$ cat src/rtl/fpadd_pkg.sv
package fpadd_pkg;
  typedef enum logic [2:0] {
    S_IDLE,
    S_ALIGN,
    S_CORR,
    S_NORM,
    S_ROUND,
    S_FIN
  } fa_state_t;
endpackage

$ cat src/rtl/fpadd_unpack.sv
// Splits a word into a widened signed fraction (extra sign bit on top, guard bit
// at the bottom), a signed stored exponent and the flag; optionally negates.
module fpadd_unpack #(
  parameter int FW = 38,
  parameter int EW = 9,
  localparam int W  = FW + 2,
  localparam int XW = EW + 2
) (
  input  logic [FW+EW:0]        word,
  input  logic                  negate,
  output logic signed [W-1:0]   frac,
  output logic signed [XW-1:0]  expo,
  output logic                  flag
);
  logic signed [W-1:0] ext;
  always_comb begin
    ext  = {word[FW-1], word[FW-1:0], 1'b0};
    frac = negate ? -ext : ext;
    expo = $signed({2'b00, word[FW+EW-1:FW]});
    flag = word[FW+EW];
  end
endmodule

$ cat src/rtl/fpadd_ovfix.sv
// Range correction: when the two top bits disagree the sum left the fraction
// range, so shift right once and bump the exponent.
module fpadd_ovfix #(
  parameter int W  = 40,
  parameter int XW = 11
) (
  input  logic signed [W-1:0]  f_in,
  input  logic signed [XW-1:0] e_in,
  output logic signed [W-1:0]  f_out,
  output logic signed [XW-1:0] e_out
);
  localparam logic signed [XW-1:0] ONE = XW'(1);
  always_comb begin
    if (f_in[W-1] != f_in[W-2]) begin
      f_out = f_in >>> 1;
      e_out = e_in + ONE;
    end else begin
      f_out = f_in;
      e_out = e_in;
    end
  end
endmodule

$ cat src/rtl/fpadd_pack.sv
// Final correction, underflow clear, overflow flag and word assembly.
module fpadd_pack #(
  parameter int FW = 38,
  parameter int EW = 9,
  localparam int W  = FW + 2,
  localparam int XW = EW + 2
) (
  input  logic signed [W-1:0]  frac_in,
  input  logic signed [XW-1:0] exp_in,
  input  logic                 flag_in,
  output logic [FW+EW:0]       word,
  output logic                 uflow
);
  localparam logic signed [XW-1:0] EMAX_S = XW'((1 << EW) - 1);

  logic signed [W-1:0]  fx;
  logic signed [XW-1:0] ex;
  logic                 eover, flag;
  logic                 unused_edge;

  fpadd_ovfix #(.W(W), .XW(XW)) u_fix (
    .f_in(frac_in), .e_in(exp_in), .f_out(fx), .e_out(ex)
  );

  assign unused_edge = ^{fx[W-1], fx[0]};

  always_comb begin
    uflow = ex[XW-1] || (ex == '0);
    eover = !ex[XW-1] && (ex > EMAX_S);
    flag  = flag_in | eover;
    if (uflow) word = {flag, {(FW+EW){1'b0}}};
    else       word = {flag, ex[EW-1:0], fx[W-2:1]};
  end
endmodule

$ cat src/rtl/fpadd_unit.sv
module fpadd_unit
  import fpadd_pkg::*;
#(
  parameter int FW = 38,
  parameter int EW = 9,
  localparam int W  = FW + 2,
  localparam int XW = EW + 2,
  localparam int WD = FW + EW + 1
) (
  input  logic          clk,
  input  logic          rst,
  input  logic          start,
  input  logic          op_sub,
  input  logic          opt_unround,
  input  logic          opt_unnorm,
  input  logic          opt_reverse,
  input  logic [WD-1:0] acc_word,
  input  logic [WD-1:0] opnd_word,
  output logic          busy,
  output logic          done,
  output logic [WD-1:0] res_word,
  output logic          res_ovf
);
  localparam logic signed [XW-1:0] ONE = XW'(1);
  localparam logic signed [W-1:0]  ULP = W'(2);

  fa_state_t state;
  logic signed [W-1:0]  fa, fb;
  logic signed [XW-1:0] ea, eb;
  logic flag_r, unround_r, unnorm_r;

  logic signed [W-1:0]  ua_f, ub_f, cx_f;
  logic signed [XW-1:0] ua_e, ub_e, cx_e;
  logic ua_fl, ub_fl;
  logic [WD-1:0] pk_word;
  logic pk_uflow;
  logic is_norm, e_floor;

  fpadd_unpack #(.FW(FW), .EW(EW)) u_unpack_a (
    .word(acc_word), .negate(op_sub & opt_reverse),
    .frac(ua_f), .expo(ua_e), .flag(ua_fl)
  );
  fpadd_unpack #(.FW(FW), .EW(EW)) u_unpack_b (
    .word(opnd_word), .negate(op_sub & ~opt_reverse),
    .frac(ub_f), .expo(ub_e), .flag(ub_fl)
  );
  fpadd_ovfix #(.W(W), .XW(XW)) u_corr (
    .f_in(fa), .e_in(ea), .f_out(cx_f), .e_out(cx_e)
  );
  fpadd_pack #(.FW(FW), .EW(EW)) u_pack (
    .frac_in(fa), .exp_in(ea), .flag_in(flag_r),
    .word(pk_word), .uflow(pk_uflow)
  );

  assign busy    = (state != S_IDLE);
  assign is_norm = (fa[W-2] != fa[W-3]);
  assign e_floor = ea[XW-1] || (ea == '0);

  always_ff @(posedge clk) begin
    if (rst) begin
      state     <= S_IDLE;
      fa        <= '0;
      fb        <= '0;
      ea        <= '0;
      eb        <= '0;
      flag_r    <= 1'b0;
      unround_r <= 1'b0;
      unnorm_r  <= 1'b0;
      done      <= 1'b0;
      res_word  <= '0;
      res_ovf   <= 1'b0;
    end else begin
      done <= 1'b0;
      case (state)
        S_IDLE: if (start) begin
          fa        <= ua_f;
          fb        <= ub_f;
          ea        <= ua_e;
          eb        <= ub_e;
          flag_r    <= ua_fl | ub_fl;
          unround_r <= opt_unround;
          unnorm_r  <= opt_unnorm;
          state     <= S_ALIGN;
        end
        S_ALIGN: begin
          if (ea < eb) begin
            fa <= fa >>> 1;
            ea <= ea + ONE;
          end else if (eb < ea) begin
            fb <= fb >>> 1;
            eb <= eb + ONE;
          end else begin
            fa    <= fa + fb;
            state <= S_CORR;
          end
        end
        S_CORR: begin
          fa    <= cx_f;
          ea    <= cx_e;
          state <= unnorm_r ? S_ROUND : S_NORM;
        end
        S_NORM: begin
          if (is_norm || e_floor) begin
            state <= S_ROUND;
          end else begin
            fa <= fa <<< 1;
            ea <= ea - ONE;
          end
        end
        S_ROUND: begin
          if (!unround_r && fa[0]) fa <= fa + ULP;
          state <= S_FIN;
        end
        S_FIN: begin
          res_word <= pk_word;
          res_ovf  <= pk_word[WD-1];
          done     <= 1'b1;
          state    <= S_IDLE;
        end
        default: state <= S_IDLE;
      endcase
    end
  end

  // completion is a single-cycle pulse with the unit idle
  a_r10_done_pulse: assert property (@(posedge clk) disable iff (rst)
    done |=> !done);
  a_r10_idle_at_done: assert property (@(posedge clk) disable iff (rst)
    done |-> !busy);
  // result only moves on completion
  a_r10_result_hold: assert property (@(posedge clk) disable iff (rst)
    !done |-> ($stable(res_word) && $stable(res_ovf)));
  // fractions are summed only with equal exponents
  a_r3_aligned_sum: assert property (@(posedge clk) disable iff (rst)
    (state == S_CORR) |-> ($past(ea) == $past(eb)));
  // normalization leaves with a normalized fraction unless at the floor
  a_r5_norm_exit: assert property (@(posedge clk) disable iff (rst)
    (state == S_ROUND && !unnorm_r && !e_floor) |-> is_norm);
  // underflow clears fraction and exponent of the result
  a_r8_uflow_clear: assert property (@(posedge clk) disable iff (rst)
    (state == S_FIN && pk_uflow) |=> (res_word[WD-2:0] == '0));
  // an incoming flag reaches the result
  a_r9_flag_carry: assert property (@(posedge clk) disable iff (rst)
    (state == S_FIN && flag_r) |=> res_ovf);
endmodule

$ cat config.mk
export PLATFORM = sky130hd
export DESIGN_NAME = fpadd_unit
export DESIGN_NICKNAME = d
export VERILOG_FILES = /design/src/rtl/fpadd_pkg.sv /design/src/rtl/fpadd_unpack.sv /design/src/rtl/fpadd_ovfix.sv /design/src/rtl/fpadd_pack.sv /design/src/rtl/fpadd_unit.sv
export SDC_FILE = /design/constraint.sdc
export NUM_CORES = 1
export LEC_CHECK = 0
export BUFFER_PORTS_ARGS = -buffer_cell sky130_fd_sc_hd__buf_2
export CAP_MARGIN = 0
export CORE_AREA = 2 2 164 166
export CTS_CLUSTER_SIZE = 10
export DETAILED_ROUTE_END_ITERATION = 8
export DIE_AREA = 0 0 166 168
export PLACE_DENSITY_LB_ADDON = 0.12
export SLEW_MARGIN = 0
export SYNTH_ARGS = -nofsm -noshare
export SYNTH_HDL_FRONTEND = slang
export SYNTH_SLANG_ARGS = --single-unit
$ cat constraint.sdc
create_clock -name clk -period 3.5 [get_ports clk]
set_clock_uncertainty 0.15 [all_clocks]
set_input_delay 0.35 -clock clk [delete_from_list [all_inputs] [get_ports clk]]
set_output_delay 0.35 -clock clk [all_outputs]
set_load 0.01 [all_outputs]
==> reports/results.ini, run 1 <==
[grt]
overflow = 0
grt_pass1_vias = 13600
antenna_found_initial = 0
grt_pass1_wl_um = 75100
grt_util_met3 = 0.0508
grt-busiest-layer = met1
grt_use_met2 = 0.483
grt_use_total = 0.332
grt_max_degree = 102
met1_usage = 0.506

[power]
irDropWorstVdd_mv = 0.574
power_mw = 14.3
power_density_nw_per_um2 = 884
p_leak_nw = 6.47

[finish]
diodes = 0
drive_above_1_share = 0.159
final_nets = 2235
fin_cells = 2425
final_cell_mix = 235 x nor2_1, 213 x a21oi_1, 173 x nand2_1, 156 x dfxtp_1, 152 x buf_2
synthToLayoutAreaGrowth_pct = 14.2
final_common_cell = nor2_1
n_fill_cell = 2487

[placement]
place_inst = 2391
place_congestion = 0.996
place_hpwl_um = 36300
portBuffers = 153

[clock_tree]
clock_path_buffers = 2
numClockSinks = 157
cts_setup_buffers = 0
cts_tree = yes
cts_buffers = 17
cts_root_buf = clkbuf_16
clock_latency_ps = 450
cts.clk_slew.worst_paths_ps = 80
cts_max_level = 4

[timing]
hold_viol = 0
setup_tns_ps = 0
clock.fmax_mhz = 299
tightest_slew_ps = 872
grt_setup_unrepaired = false
period_share = 0.955
slew_headroom = 0.417
min_period_ps = 3340
setup_viol = 0
drv_slew = 0

[synthesis]
async_flop_share = 0
postSynthAreaPerCell_um2 = 7.20
synth_top_area_cell = dfxtp_1
ys_seq_elements = 157
yosysTopAreaCellShare = 0.223
syn_area_um2 = 14100
syn_nets = 2126
ys_warn_count = 0
synthTopCellsByArea = dfxtp_1 22%, a21oi_1 7.6%, nor2_1 6.3%, ha_1 5.3%, xnor2_1 4.8%
ys_types = 83
syn_inst = 1962
synth-edff-count = 0
yosysSeqAreaShare = 0.223
synthFlopType = dfxtp_1

[worst_setup_path]
crit_family = compound AO/OA/AOI/OAI gates
endpoint_kind = flop
arrival_ps = 3480
start_kind = flop
crit_chain = ha_1 -> fa_1 -> a211oi_1 -> o211a_1 -> or3_1 -> a2111oi_2 -> buf_4 -> nor3_1 -> o21ai_0 -> mux2i_1 -> a221oi_1
slowest_delay_ps = 440
cp_max_fo = 4
worstSetupPathType = flop to flop
cp_slowest_cell = or3_1
cp_num_buf_inv = 1
critPathRequiredTime_ps = 3630

[floorplan]
die_area_um2 = 27900
start_util = 0.536
core_um2 = 26400
num_io_pins = 154
rows = 60
die_x_um = 166
die_h_um = 168

[detailed_routing]
postRouteWirelength_um = 48300
drc = 0
wl_per_cell_um = 19.9
drtAntennaViolNets = 0
num_vias = 15700
drt-vias-per-instance = 6.48
drt_iter0_drc = 2088
dr.pass1.iters = 7

[flow_run]
cap_viol_max_count = 0

[run_status]
status = completed

[hold_path]
min-delay-path-class = input pin to flop

==> final timing paths <==
| check | endpoint | slack, ps | startpoint | cells after the start |
|---|---|---|---|---|
| max reg2reg | fa[38] | 160 | fa[0] | 11 |
| min reg2reg | res_word[44] | 300 | res_word[44] | 2 |
| min | eb[1] | 10 | opnd_word[39] | 3 |
| max | fa[38] | 160 | fa[0] | 11 |
==> cell usage after synthesis (25+ instances only) <==
cell	count
nand4_1	27
a311oi_1	41
ha_1	60
nand3_1	45
clkbuf_1	134
a211oi_1	35
xnor2_1	78
dfxtp_1	157
nor3_1	47
o22ai_1	25
a21oi_1	214
inv_1	44
o21ai_0	121
mux2i_1	43
nor2_1	236
nand2_1	173
xor2_1	63
o211ai_1	30
a31oi_1	26
==> state kept, by name (all words and copies together), names as in the netlist <==
register,flops
ea,11
done,1
flag_r,1
fb,40
eb,11
res_word,48
fa,40
unnorm_r,1
unround_r,1
state,3
==> metal layers <==
layer / share of wire / wire length, um
met5: 0 / 0
met4: 0.022 / 1060
met3: 0.10 / 4970
met2: 0.41 / 19700
met1: 0.47 / 22600
==> report_power, final <==
| part | switching (mW) | total, mW | leakage (nW) | internal, mW |
|---|---|---|---|---|
| combinational | 5.96 | 9.40 | 4.90 | 3.44 |
| clock | 0.935 | 1.97 | 0.293 | 1.03 |
| sequential | 0.593 | 2.89 | 1.29 | 2.30 |
==> area by class of cell <==
| class | count | area (um2) | area share |
|---|---|---|---|
| multi-input cells | 1591 | 10200 | 0.630 |
| flip-flops and latches | 157 | 3140 | 0.195 |
| repair buffers | 259 | 1640 | 0.102 |
| clock buffers | 18 | 439 | 0.0272 |
| well taps | 341 | 427 | 0.0265 |
| inverters | 45 | 169 | 0.0105 |
| clock inverters | 14 | 148 | 0.00916 |
==> tightest hold or removal path, stage by stage <==
cell and delay [ps]:
buf_2 100, nand2_1 50, a311oi_1 70
==> timing repair <==
action / in CTS / in global routing
hold endpoints to repair: 2 / 0
gates resized for setup: 0 / 5
hold buffers: 2 / 0
endpoints found under the setup margin: 0 / 13
==> cells by family (layout without fill, tap and decap cells) <==
| kind of cell | Yosys count | after routing | share of synthesized area |
|---|---|---|---|
| buf+inv | 214 | 336 | 0.0633 |
| flops | 157 | 157 | 0.223 |
| simple gates | 653 | 653 | 0.216 |
| compound gates | 687 | 687 | 0.321 |
| mux | 49 | 49 | 0.0353 |
| fa+ha+maj | 61 | 61 | 0.0546 |
| xor+xnor | 141 | 141 | 0.0875 |
==> through the flow <==
step                       util  area, um2  worst slack (ps)  hold slack [ps]
after global placement    0.588      15500               246              285
final                     0.612      16100               158             14.4
after floorplan               -      14100               246              290
after detailed placement  0.588      15500               121              300
after CTS                 0.611      16100              90.7             14.0
after global routing      0.612      16100              21.5             27.0
Power figures use the tool's default switching activity.
==> run 2, diff against run 1 <==
--- a/config.mk
+++ b/config.mk
@@ -7,10 +7,10 @@
 export LEC_CHECK = 0
 export BUFFER_PORTS_ARGS = -buffer_cell sky130_fd_sc_hd__buf_2
 export CAP_MARGIN = 0
-export CORE_AREA = 2 2 164 166
+export CORE_AREA = 2 2 204 206
 export CTS_CLUSTER_SIZE = 10
 export DETAILED_ROUTE_END_ITERATION = 8
-export DIE_AREA = 0 0 166 168
+export DIE_AREA = 0 0 206 208
 export PLACE_DENSITY_LB_ADDON = 0.12
 export SLEW_MARGIN = 0
 export SYNTH_ARGS = -nofsm -noshare
==> run 2 against run 1 <==
Critical endpoint is now fa[32]; worst setup slack better by 17 ps; cell count up 8.8%; critical path type unchanged; combinational power up 3.0%.
==> reports/results.ini, run 2 (synthesis gave the netlist of run 1 again) <==
[finish]
n_fill_cell = 4252  ; +71%
drive_above_1_share = 0.167  ; +0.00823
final_nets = 2258  ; +1.0%
diodes = 0  ; unchanged
synthToLayoutAreaGrowth_pct = 17.0
final_cell_mix = 235 x nor2_1, 213 x a21oi_1, 173 x nand2_1, 156 x dfxtp_1, 152 x buf_2
regMostFlops = res_word
top_regs = res_word (48), fa (40), fb (40)
final_common_cell = nor2_1
largest_reg_flops = 48  ; unchanged
fin_cells = 2639  ; +8.8%

[grt]
overflow = 0  ; unchanged
grt_pass1_wl_um = 80600  ; +7.4%
antenna_found_initial = 0  ; unchanged
grt_max_degree = 81  ; -21%
grt_pass1_vias = 13800  ; +1.3%
grt_use_total = 0.240  ; -0.0924

[placement]
dpl_worst_slack_ps = -82.1  ; -203 ps
place_congestion = 0.923  ; -7.3%
portBuffers = 153  ; unchanged
place_hpwl_um = 40600  ; +12%
place_inst = 2605  ; +9.0%

[timing]
period_share = 0.950  ; -0.00499
layout_setup_ws_ps = 176  ; +17.5 ps
clock.fmax_mhz = 301  ; +0.53%
setup_tns_ps = 0  ; unchanged
setup_viol = 0  ; unchanged
holdWs_ps = 27.9  ; +13.5 ps
grt_setup_unrepaired = false
drv_slew = 0  ; unchanged
hold_viol = 0  ; unchanged
min_period_ps = 3320  ; -17.5 ps
slew_headroom = 0.337  ; -0.0799
tightest_slew_ps = 992  ; +120 ps

[floorplan]
rows = 74  ; +23%
die_h_um = 208  ; +24%
core_um2 = 40600  ; +54%
start_util = 0.348  ; -0.188
die_x_um = 206  ; +24%
die_area_um2 = 42800  ; +54%
num_io_pins = 154  ; unchanged

[power]
switching_power_mw = 7.53  ; +0.54%
combPwrFrac = 0.666  ; +0.007
p_leak_nw = 6.56  ; +1.3%
p_int_mw = 7.01  ; +3.5%
clkPwrFrac = 0.136  ; -0.002
sw_frac_of_total = 0.518  ; -0.00725
irDropWorstVdd_mv = 0.512  ; -11%
seqPwrFrac = 0.198  ; -0.005
power_density_nw_per_um2 = 880  ; -0.50%

[run_status]
status = completed

[clock_tree]
cts.clk_slew.worst_paths_ps = 70  ; about the same
cts_max_level = 4  ; unchanged
numClockSinks = 157  ; unchanged
cts_tree = yes
cts_setup_buffers = 0  ; unchanged
cts_root_buf = clkbuf_16
cts_buffers = 17  ; unchanged
clock_path_buffers = 2  ; unchanged
clock_latency_ps = 450  ; about the same

[detailed_routing]
drt-vias-per-instance = 5.83  ; -10%
wl_per_cell_um = 20.0  ; +0.29%
num_vias = 15400  ; -2.1%
drc = 0  ; unchanged
postRouteWirelength_um = 52700  ; +9.1%
drtAntennaViolNets = 0  ; unchanged
drt_iter0_drc = 1379  ; -34%
dr.pass1.iters = 7  ; unchanged

[hold_path]
holdPathEnd = unnorm_r
min-delay-path-class = input pin to flop
hold_depth = 3  ; unchanged
hold_start = opt_unnorm

[flow_run]
cap_viol_max_count = 0  ; unchanged

[worst_setup_path]
arrival_ps = 3570  ; +90 ps
cp_max_fo = 4  ; unchanged
start_kind = flop
endpoint_kind = flop
cp-startpoint = fa[0]
r2r_slack_ps = 180  ; +20 ps
reg2reg_to = fa[32]
reg2reg_depth = 11  ; unchanged
critPathRequiredTime_ps = 3750  ; +120 ps
worstSetupPathType = flop to flop
r2r-start = fa[0]

-- run 2: cell types whose count changed in the layout (fill, tap and decap cells not counted), sizes merged --
cell,previous run,this run
bufinv,1,2
clkinv,4,5
clkbuf,18,20
clkinvlp,0,5
buf,257,280
inv,54,45
-- run 2: routing by layer --
layer / vias up / track usage / part of all wire
met1: 7204 / 0.368 / 0.50
met2: 554 / 0.348 / 0.42
li1: 7590 / - / -
met3: 34 / 0.0376 / 0.075
met4: 0 / 0.0458 / 0.010
met5: - / 0 / 0
-- run 2: metrics by stage --
step           total power [mW]  area, um2  utilization
6_report                   14.5      16500        0.407
5_1_grt                    15.6      16500        0.407
4_1_cts                    14.4      16500        0.407
3_5_place_dp               12.4      15900        0.392
3_3_place_gp               12.4      15900        0.392
2_1_floorplan              9.08      14100            -
-- run 2: how the worst max path moves through the flow --
| stage | depth (start not counted) | end |
|---|---|---|
| detailed placement | 10 | fa[15] |
| floorplan | 12 | eb[9] |
| finish | 11 | fa[32] |
| global placement | 10 | fa[15] |
| CTS | 11 | fa[38] |
| global route | 11 | fa[32] |
-- run 2: layout make-up --
cell class                      instances  area (um2)  area share
Timing Repair Buffer                  282        1800       0.109
Inverter                               45         169      0.0102
Tap cell                              532         666      0.0403
Sequential cell                       157        3140       0.190
Multi-Input combinational cell       1591       10100       0.613
Clock inverter                         12         138     0.00833
Clock buffer                           20         467      0.0282
-- run 2: critical path, stage by stage, from the launching register on --
cell and delay, ps:
dfxtp_1 440, ha_1 230, fa_1 250, a211oi_1 110, o211a_1 280, or3_1 450
a2111oi_2 400, buf_4 200, o211ai_1 100, nand3_1 100, nor3b_1 380, o31a_1 170
-- run 2: repair_timing --
action	in CTS	in global routing
resized for setup	0	2
setup endpoints to repair	0	2
endpoints found under the hold margin	2	0
hold buffers	2	0
-- run 2: power groups by stage --
stage	clock, mW	sequential (mW)	combinational (mW)
2_1_floorplan	0	2.64	6.44
3_3_place_gp	0	2.89	9.47
3_5_place_dp	0	2.91	9.49
4_1_cts	2.03	2.87	9.54
5_1_grt	2.09	2.95	10.6
6_report	1.98	2.88	9.68
==> run 3, diff against run 2 <==
--- a/config.mk
+++ b/config.mk
@@ -7,12 +7,13 @@
 export LEC_CHECK = 0
 export BUFFER_PORTS_ARGS = -buffer_cell sky130_fd_sc_hd__buf_2
 export CAP_MARGIN = 0
-export CORE_AREA = 2 2 204 206
+export CORE_AREA = 2 2 218 220
 export CTS_CLUSTER_SIZE = 10
 export DETAILED_ROUTE_END_ITERATION = 8
-export DIE_AREA = 0 0 206 208
+export DIE_AREA = 0 0 220 222
 export PLACE_DENSITY_LB_ADDON = 0.12
 export SLEW_MARGIN = 0
 export SYNTH_ARGS = -nofsm -noshare
 export SYNTH_HDL_FRONTEND = slang
+export SYNTH_HIERARCHICAL = 1
 export SYNTH_SLANG_ARGS = --single-unit
==> constraint.sdc (replaced) <==
create_clock -name clk -period 3 [get_ports clk]
set_clock_uncertainty 0.15 [all_clocks]
set_input_delay 0.3 -clock clk [delete_from_list [all_inputs] [get_ports clk]]
set_output_delay 0.3 -clock clk [all_outputs]
set_load 0.01 [all_outputs]
==> run 3 against run 2 <==
The flow now finishes with violations (negative setup slack); die area up 14%; sequential power up 7.6%; clock power up 15%; sequential share of layout area down 3.3 points.
==> reports/results.ini, run 3 <==
[worst_setup_path]
critPathRequiredTime_ps = 3270  ; -480 ps
slowest_delay_ps = 450  ; about the same
crit_family = simple AND/OR/NAND/NOR gates
worstSetupPathType = flop to flop
cp_max_fo = 3  ; -1
crit_chain = inv_4 -> ha_4 -> nor2b_1 -> o21a_1 -> o21bai_4 -> and4_4 -> nor3_4 -> or3_4 -> mux2_4 -> or4b_1 -> or3b_1
reg2reg_depth = 11  ; unchanged
start_kind = flop
arrival_ps = 3340  ; -230 ps
cp_slowest_cell = or4b_1
cp_num_buf_inv = 1  ; unchanged
endpoint_kind = flop
cp.depth = 11  ; unchanged

[grt]
grt_use_total = 0.241  ; +0.00182
grt_pass1_wl_um = 93000  ; +15%
grt_pass1_vias = 16100  ; +17%
overflow = 0  ; unchanged
grt_max_degree = 140  ; +73%
antenna_found_initial = 0  ; unchanged

[clock_tree]
cts.clk_slew.worst_paths_ps = 80  ; about the same
cts_buffers = 17  ; unchanged
cts_root_buf = clkbuf_16
clock_path_buffers = 2  ; unchanged
numClockSinks = 157  ; unchanged
cts_tree = yes
cts_max_level = 4  ; unchanged
clock_latency_ps = 480  ; +30 ps

[detailed_routing]
drt_iter0_drc = 1121  ; -19%
drt-vias-per-instance = 5.51  ; -5.5%
num_vias = 17100  ; +11%
postRouteWirelength_um = 59400  ; +13%
drtAntennaViolNets = 0  ; unchanged
drc = 0  ; unchanged
dr.pass1.iters = 5  ; -2
wl_per_cell_um = 19.2  ; -4.1%

[floorplan]
start_util = 0.347  ; -0.000884
rows = 79  ; +6.8%
core_um2 = 46300  ; +14%
die_area_um2 = 48800  ; +14%
die_h_um = 222  ; +6.7%
num_io_pins = 154  ; unchanged
die_x_um = 220  ; +6.8%

[run_status]
status = finished, violations left
violations = negative setup slack

[placement]
portBuffers = 153  ; unchanged
place_congestion = 0.913  ; -1.1%
place_hpwl_um = 45100  ; +11%
postPlaceCellArea_um2 = 18900  ; +19%

[power]
irDropWorstVdd_mv = 0.541  ; +5.7%
power_density_nw_per_um2 = 1000  ; +14%
p_leak_nw = 8.28  ; +26%

[flow_run]
cap_viol_max_count = 0  ; unchanged

[synthesis]
syn_inst = 2214  ; +13%
syn_area_um2 = 16100  ; +14%
postSynthAreaPerCell_um2 = 7.26  ; +0.83%
ys_warn_count = 6  ; +6

[finish]
final_common_cell = nand2_1
largest_reg_flops = 48  ; unchanged
synthToLayoutAreaGrowth_pct = 26.1
diodes = 0  ; unchanged
top_regs = res_word (48), fa (40), fb (40)
stdcell_area_um2 = 20300  ; +23%
regMostFlops = res_word
final_nets = 2652  ; +17%
final_cell_mix = 340 x nand2_1, 257 x buf_4, 188 x nor2_1, 183 x a21oi_1, 152 x buf_2
drive_above_1_share = 0.289  ; +0.122

[timing]
drv_slew = 0  ; unchanged
tightest_slew_ps = 758  ; -235 ps
setup_viol = 1  ; +1
min_period_ps = 3080  ; -248 ps
period_share = 1.03  ; +0.0758
holdWs_ps = 21.1  ; -6.81 ps
layout_setup_ws_ps = -76.8  ; -252 ps
clock.fmax_mhz = 325  ; +8.0%
grt_setup_unrepaired = true
hold_viol = 0  ; unchanged
slew_headroom = 0.481  ; +0.144

[hold_path]
hold_depth = 3  ; unchanged
min-delay-path-class = input pin to flop

## run 3: final timing paths
kind | startpoint | endpoint | slack, ps
max | ea[1] | fa[38] | -80
max reg2reg | ea[1] | fa[38] | -80
min | start | fb[39] | 20
min reg2reg | res_word[18] | res_word[18] | 300
## run 3: timing repair
item	CTS	global route
hold buffers	7	0
pin swaps	8	54
setup buffers	2	10
endpoints found under the hold margin	6	0
cloned	1	1
resized for setup	23	117
setup endpoints to repair	27	123
## run 3: per-stage QoR
stage / total power [mW] / setup WS [ps] / util / setup TNS (ps) / instances
floorplan: 11.9 / -29.1 / - / -29.1 / 2218
global placement: 16.8 / -188 / 0.408 / -1020 / 3046
detailed placement: 17.0 / -235 / 0.408 / -1820 / 3046
CTS: 19.5 / -95.0 / 0.425 / -246 / 3088
global route: 21.8 / -163 / 0.438 / -1880 / 3097
finish: 20.3 / -76.8 / 0.438 / -76.8 / 3097
## run 3: layout make-up
type	instances	area, um2
clock buffers	19	464
clock inverters	13	126
fillers	4756	26000
inverters	88	335
multi-input cells	1775	12300
flip-flops and latches	157	3180
well taps	607	759
repair buffers	438	3120
## run 3: per-layer routing
metal | GRT usage | vias up | part of all wire
li1 | - | 8483 | -
met1 | 0.346 | 8094 | 0.49
met2 | 0.372 | 426 | 0.44
met3 | 0.0384 | 59 | 0.050
met4 | 0.0639 | 0 | 0.020
met5 | 0 | - | 0
## run 3: power by group
group / switching [mW] / total [mW] / internal, mW
Combinational: 8.69 / 15.0 / 6.29
Clock: 1.04 / 2.27 / 1.23
Sequential: 0.465 / 3.10 / 2.64
## run 3: worst min-delay path, delay by kind of cell
kind | cells | cell delay, ps
AO/OA/AOI/OAI | 1 | 60
AND/OR/NAND/NOR | 1 | 90
buffers and inverters | 1 | 170
